[src/rtl/pmv_pkg.sv]
package pmv_pkg;

  localparam logic [31:0] CRC_POLY = 32'h04C1_1DB7;
  localparam logic [31:0] CRC_INIT = 32'hFFFF_FFFF;
  localparam logic [7:0]  FLAG_TAG = 8'h51;
  localparam logic [31:0] FILL_WORD = 32'hC1AA_1222;

  typedef enum logic [1:0] {
    S_IDLE,
    S_RD_REQ,
    S_RD_WAIT,
    S_WRITE
  } pmv_state_e;

  // One 32-bit word folded into the running remainder, MSB first.
  function automatic logic [31:0] crc_step(input logic [31:0] c_in, input logic [31:0] d);
    logic [31:0] c;
    c = c_in;
    for (int b = 31; b >= 0; b--) begin
      if (c[31] ^ d[b]) c = {c[30:0], 1'b0} ^ CRC_POLY;
      else              c = {c[30:0], 1'b0};
    end
    return c;
  endfunction

endpackage

[src/rtl/pmv_crc_unit.sv]
module pmv_crc_unit (
  input  logic        clk,
  input  logic        rst,
  input  logic        clr,
  input  logic        en,
  input  logic [31:0] din,
  output logic [31:0] crc
);
  import pmv_pkg::*;

  always_ff @(posedge clk) begin
    if (rst || clr) crc <= CRC_INIT;
    else if (en)    crc <= crc_step(crc, din);
  end
endmodule

[src/rtl/pmv_entry_check.sv]
module pmv_entry_check (
  input  logic [31:0] word,
  output logic        ok
);
  import pmv_pkg::*;

  always_comb begin
    ok = (word[7:0] == FLAG_TAG) || (word == FILL_WORD);
  end
endmodule

[src/rtl/pmv_boot_validator.sv]
module pmv_boot_validator #(
  parameter int          MEM_WORDS  = 64,
  parameter int          BOOT_WORDS = 3,
  parameter int          CFG_WORDS  = 4,
  parameter logic [31:0] MAGIC_A    = 32'hB00C_A11E,
  parameter logic [31:0] MAGIC_B    = 32'h1DEA_F00D,
  localparam int         AW         = $clog2(MEM_WORDS)
) (
  input  logic          clk,
  input  logic          rst,
  input  logic          start,
  output logic          busy,
  output logic          done,
  output logic          st_valid,
  output logic          st_cold,
  output logic          st_corrupt,
  output logic          corrupt_flag,
  output logic          mem_rd_en,
  output logic          mem_wr_en,
  output logic [AW-1:0] mem_addr,
  output logic [31:0]   mem_wdata,
  input  logic [31:0]   mem_rdata
);
  import pmv_pkg::*;

  localparam int ERR_BASE = 3 + BOOT_WORDS + CFG_WORDS;
  localparam int MAX_LEN  = MEM_WORDS - ERR_BASE - 1;
  localparam logic [AW:0]   BASE_X = (AW+1)'(ERR_BASE);
  localparam logic [AW-1:0] BASE_A = AW'(ERR_BASE);

  pmv_state_e    state;
  logic [AW-1:0] idx;
  logic [AW-1:0] err_len;
  logic          bad_entry;
  logic          fix_cold;

  logic [31:0] crc_q;
  logic        crc_clr, crc_en;
  logic [31:0] crc_din;
  logic        entry_ok;

  logic [AW:0] idx_x, sum_pos;
  logic        in_crc, is_entry, is_sum, hdr_bad;

  always_comb begin
    idx_x    = {1'b0, idx};
    sum_pos  = BASE_X + {1'b0, err_len};
    in_crc   = idx_x < sum_pos;
    is_sum   = idx_x == sum_pos;
    is_entry = (idx >= BASE_A) && in_crc;
    hdr_bad  = ((idx == AW'(0)) && (mem_rdata != MAGIC_A)) ||
               ((idx == AW'(1)) && (mem_rdata != MAGIC_B)) ||
               ((idx == AW'(2)) && (mem_rdata > 32'(MAX_LEN)));
  end

  // Default image content, address-selected.
  always_comb begin
    if      (idx == AW'(0)) mem_wdata = MAGIC_A;
    else if (idx == AW'(1)) mem_wdata = MAGIC_B;
    else if (idx == BASE_A) mem_wdata = crc_q;
    else                    mem_wdata = 32'h0;
  end

  always_comb begin
    busy      = (state != S_IDLE);
    mem_rd_en = (state == S_RD_REQ);
    mem_wr_en = (state == S_WRITE);
    mem_addr  = idx;
    crc_clr   = ((state == S_IDLE) && start) ||
                ((state == S_RD_WAIT) && (hdr_bad || is_sum));
    crc_en    = ((state == S_RD_WAIT) && in_crc) ||
                ((state == S_WRITE) && (idx < BASE_A));
    crc_din   = (state == S_WRITE) ? mem_wdata : mem_rdata;
  end

  pmv_crc_unit u_crc (
    .clk (clk),
    .rst (rst),
    .clr (crc_clr),
    .en  (crc_en),
    .din (crc_din),
    .crc (crc_q)
  );

  pmv_entry_check u_entry (
    .word (mem_rdata),
    .ok   (entry_ok)
  );

  always_ff @(posedge clk) begin
    if (rst) begin
      state        <= S_IDLE;
      idx          <= '0;
      err_len      <= '0;
      bad_entry    <= 1'b0;
      fix_cold     <= 1'b0;
      done         <= 1'b0;
      st_valid     <= 1'b0;
      st_cold      <= 1'b0;
      st_corrupt   <= 1'b0;
      corrupt_flag <= 1'b0;
    end else begin
      done <= 1'b0;
      unique case (state)
        S_IDLE: begin
          if (start) begin
            idx        <= '0;
            err_len    <= '0;
            bad_entry  <= 1'b0;
            st_valid   <= 1'b0;
            st_cold    <= 1'b0;
            st_corrupt <= 1'b0;
            state      <= S_RD_REQ;
          end
        end
        S_RD_REQ: state <= S_RD_WAIT;
        S_RD_WAIT: begin
          if (hdr_bad) begin
            fix_cold <= 1'b1;
            idx      <= '0;
            state    <= S_WRITE;
          end else if (is_sum) begin
            if ((mem_rdata != crc_q) || bad_entry) begin
              fix_cold <= 1'b0;
              idx      <= '0;
              state    <= S_WRITE;
            end else begin
              done     <= 1'b1;
              st_valid <= 1'b1;
              state    <= S_IDLE;
            end
          end else begin
            if (idx == AW'(2)) err_len <= mem_rdata[AW-1:0];
            if (is_entry && !entry_ok) bad_entry <= 1'b1;
            idx   <= idx + AW'(1);
            state <= S_RD_REQ;
          end
        end
        S_WRITE: begin
          if (idx == BASE_A) begin
            done       <= 1'b1;
            st_cold    <= fix_cold;
            st_corrupt <= !fix_cold;
            if (!fix_cold) corrupt_flag <= 1'b1;
            state      <= S_IDLE;
          end else begin
            idx <= idx + AW'(1);
          end
        end
        default: state <= S_IDLE;
      endcase
    end
  end
endmodule

[config.mk]
export PLATFORM = sky130hd
export DESIGN_NAME = pmv_boot_validator
export DESIGN_NICKNAME = d
export VERILOG_FILES = /design/src/rtl/pmv_pkg.sv /design/src/rtl/pmv_crc_unit.sv /design/src/rtl/pmv_entry_check.sv /design/src/rtl/pmv_boot_validator.sv
export SDC_FILE = /design/constraint.sdc
export NUM_CORES = 1
export LEC_CHECK = 0
export BUFFER_PORTS_ARGS = -buffer_cell sky130_fd_sc_hd__buf_4
export CAP_MARGIN = 10
export CORE_MARGIN = 2
export CORE_UTILIZATION = 35
export CTS_BUF_LIST = sky130_fd_sc_hd__clkbuf_16
export DETAILED_ROUTE_END_ITERATION = 7
export GPL_TIMING_DRIVEN = 0
export PLACE_DENSITY_LB_ADDON = 0.1
export SLEW_MARGIN = 20
export SYNTH_ARGS = -nofsm -noshare
export SYNTH_HDL_FRONTEND = slang
export SYNTH_HIERARCHICAL = 1
export SYNTH_SLANG_ARGS = --single-unit
[constraint.sdc]
create_clock -name clk -period 5.5 [get_ports clk]
set_input_delay 0.55 -clock clk [delete_from_list [all_inputs] [get_ports clk]]
set_output_delay 0.55 -clock clk [all_outputs]
set_load 0.02 [all_outputs]
==> key figures <==
Cells and area
  • Fillers: 1895
  • Area Overhead vs Synth: 24.4%
  • Multi-input gate area: 5980 µm²
  • Ant diodes: 0
  • FF/Latch Area: 1060 µm²
  • Share of layout cells above drive strength 1: 0.279
  • Finished Layout Cells: 1096
  • # nets final: 876

Die
  • Chip width: 144 µm
  • Die height: 144 µm
  • IO Count: between 80 and 90
  • FP Rows: 51
  • Initial Utilization: 0.354
  • Total core area: 19300 µm²
  • Die area: approximately 21000 µm²

CTS
  • CTS Root Cell: clkbuf_16
  • Clk pin slew, worst setup/hold paths: 0.08 ns
  • Clk sinks: 53
  • Total CTS buffers: 5
  • CTS H-tree lvls: 2
  • Clk_lat worst skew: 0.31 ns
  • CTS Buffer Depth: 2
  • Clock tree from TritonCTS: built
  • Post-cts hold buffer count: 0

Detailed routing
  • ANT nets after route: 0
  • DR DRC count: 0
  • Final wirelength: 24700 µm
  • Vias per cell: between 5 and 6
  • Starting DRT DRC Count: 434
  • Routed len/inst: 22.5 µm
  • Via count: 5809
  • First-pass iteration count of the detailed router: 5

Placed design
  • Dpl cells: 1055
  • Post-place setup slack: -0.758 ns
  • IO Port Bufs: 80
  • Detailed placement HPWL: 19800 µm
  • Gpl congestion: slightly above 0.9

Timing
  • Slew headroom: 0.514
  • Setup ws final: 0.178 ns
  • Hold_ws: around 0.46 ns
  • Fmax: about 190 MHz
  • Actual slew at the worst max-slew pin: 0.727 ns
  • RSZ-0062 raised after global routing: true
  • Final hold violation count: 0
  • Final clock skew: 0.0122 ns
  • Final number of setup-violating endpoints: 0
  • Max Slew Vio Count: 0
  • Tmin final: 5.32 ns
  • Final period util: 0.968

Synth
  • Post-synth EDFFs: 0
  • Cell taking the most area after synthesis: xnor2_1
  • Synth Register Bits: 53
  • Register area share after synthesis: 0.155
  • Largest cells by area after synthesis: xnor2_1, dfxtp_1, xnor3_1
  • Ys Warns: 6
  • Top cell type's share of synthesized area: 0.236
  • Dominant synthesized flop cell: dfxtp_1
  • Mapped Nets: 756
  • Async S/R FF share, synth: 0
  • Cells after synthesis: 710
  • Mapped cell area: 6850 µm²
  • Post-Syn Area per Cell: 9.65 µm²
  • Synth cell types: 66

GRT
  • Antenna violations before repair: 0
  • GR Overflow Total: 0
  • Vias in the first global route: 5682
  • Wire length of the first global-routing pass: 35800 µm
  • Maximum number of pins on one net before global-route repair: 20
  • GRT Total Usage: 0.237

Outcome
  • Outcome: complete, no violations

Worst setup path
  • Arrival time of the worst setup path: between 5 and 6 ns
  • CP required: 5.73 ns
  • Max stage delay on crit path: roughly 0.61 ns
  • Critical-path cell list: inv_1 -> ha_1 -> nand2_1 -> nor4_4 -> buf_4 -> buf_2 -> a21o_1 -> mux2_2 -> xnor2_1 -> xnor3_2 -> xnor3_4 -> xor2_4 -> xor2_4 -> xnor2_4 -> xnor3_2 -> and3_1 -> nor3_1
  • Crit-path max FO: 10
  • CP max-delay cell: xnor3_4
  • Startpoint Class: flop
  • R2R depth: 17
  • Setup crit end kind: flop
  • Critical path class: flop to flop

Worst hold path
  • HP Class: flop to flop
  • Hold Crit Depth: 2

Job
  • # Max-Cap Violations: 0
==> sequential cells by signal, summed over array words and instances (netlist names) <==
name	flops
st_cold	1
st_valid	1
state	2
st_corrupt	1
done	1
u_crc/crc	32
fix_cold	1
bad_entry	1
mem_addr	6
corrupt_flag	1
err_len	6
==> final timing paths <==
path | endpoint | slack [ns] | start
max | u_crc/crc[5] | 0.18 | mem_addr[0]
min | st_valid | 0.46 | st_valid
max reg2reg | u_crc/crc[5] | 0.18 | mem_addr[0]
min reg2reg | st_valid | 0.46 | st_valid
==> layout by cell type (no fill, tap or decap), types with 4 or more instances in the layout <==
| cell type | Yosys | routed |
|---|---|---|
| o21a_1 | 4 | 4 |
| nor3_1 | 19 | 19 |
| mux2_2 | 32 | 32 |
| nor2b_1 | 4 | 4 |
| and2_1 | 11 | 11 |
| or3_1 | 6 | 6 |
| buf_4 | 0 | 113 |
| clkbuf_16 | 0 | 5 |
| xor2_2 | 0 | 6 |
| clkbuf_2 | 0 | 4 |
| nand4_1 | 16 | 16 |
| xnor2_2 | 11 | 9 |
| clkbuf_1 | 19 | 13 |
| mux2i_1 | 6 | 6 |
| o211ai_1 | 7 | 7 |
| xnor2_1 | 185 | 174 |
| xnor3_2 | 3 | 11 |
| and4_1 | 4 | 4 |
| a21oi_1 | 32 | 32 |
| inv_1 | 12 | 12 |
| o21ai_0 | 16 | 16 |
| nand3_1 | 13 | 13 |
| xor2_4 | 3 | 4 |
| a21o_1 | 12 | 12 |
| dfxtp_1 | 53 | 53 |
| xnor2_4 | 5 | 18 |
| xor2_1 | 42 | 35 |
| xor3_1 | 5 | 5 |
| xnor3_1 | 36 | 28 |
| nor4_1 | 6 | 6 |
| ha_1 | 11 | 11 |
| nand2_1 | 44 | 44 |
| nor2_1 | 44 | 43 |
==> metal layers <==
layer | wire [µm] | share of wire | track usage | vias to the layer above
met5 | 0 | 0 | 0 | -
met4 | 638 | 0.026 | 0.0635 | 0
met3 | 1650 | 0.067 | 0.0357 | 38
met2 | 10800 | 0.44 | 0.365 | 229
met1 | 11600 | 0.47 | 0.345 | 2843
li1 | - | - | - | 2699
==> cell families after synthesis <==
kind of cell             synth area share
buffers and inverters              0.0201
XOR/XNOR                            0.506
flip-flops                          0.155
AO/OA/AOI/OAI                      0.0966
AND/OR/NAND/NOR                     0.141
multiplexers                       0.0613
adder cells (fa/ha/maj)            0.0201
==> area by class of cell <==
cell class | instances | area share
clock inverter | 3 | 0.00396
inverter | 13 | 0.00572
sequential | 53 | 0.124
tap | 265 | 0.0389
buffer | 23 | 0.0116
timing repair buffer | 113 | 0.0995
clock buffer | 5 | 0.0147
multi-input combinational | 621 | 0.701
==> cell usage after synthesis, types with 3 or more instances <==
cell and count:
nor4_1 6, xnor3_2 3, clkbuf_1 19, nor2_1 44, ha_1 11, o21ai_0 16
nor2b_1 4, nor3_1 19, or3_1 6, xnor3_1 36, inv_1 12, o21a_1 4
dfxtp_1 53, nand2_1 44, xnor2_2 11, xnor2_4 5, xor2_4 3, nand3_1 13
and2_1 11, xor2_1 42, o32ai_2 3, o211ai_1 7, mux2i_1 6, mux2_2 32
nand4_1 16, and4bb_2 3, a21o_1 12, and4_1 4, a21oi_1 32, xor3_1 5
xnor2_1 185
==> through the flow <==
| stage | utilization | TNS, ns | area [µm²] |
|---|---|---|---|
| after CTS | 0.423 | 0 | 8180 |
| final | 0.441 | 0 | 8530 |
| after floorplan | - | 0 | 6850 |
| after global placement | 0.403 | -16.85 | 7790 |
| after global routing | 0.441 | -0.0593 | 8530 |
| after detailed placement | 0.403 | -15.47 | 7790 |
==> critical path: cells and delay by family, from the launching register on <==
family,cells,cell delay [ns]
multiplexers,1,0.28
flip-flops,1,0.45
XOR/XNOR,7,2.86
adder cells (fa/ha/maj),1,0.26
buffers and inverters,3,0.53
AND/OR/NAND/NOR,4,0.58
AO/OA/AOI/OAI,1,0.25
==> timing repair <==
item | in CTS | in global routing
setup buffers | 10 | 23
endpoints found under the hold margin | 0 | 0
pin swaps | 5 | 11
gates resized for setup | 25 | 28
endpoints found under the setup margin | 31 | 22
Power is left out: the tool's default activity adds up to more than one toggle a clock period on the data nets, which glitch-free logic cannot reach.
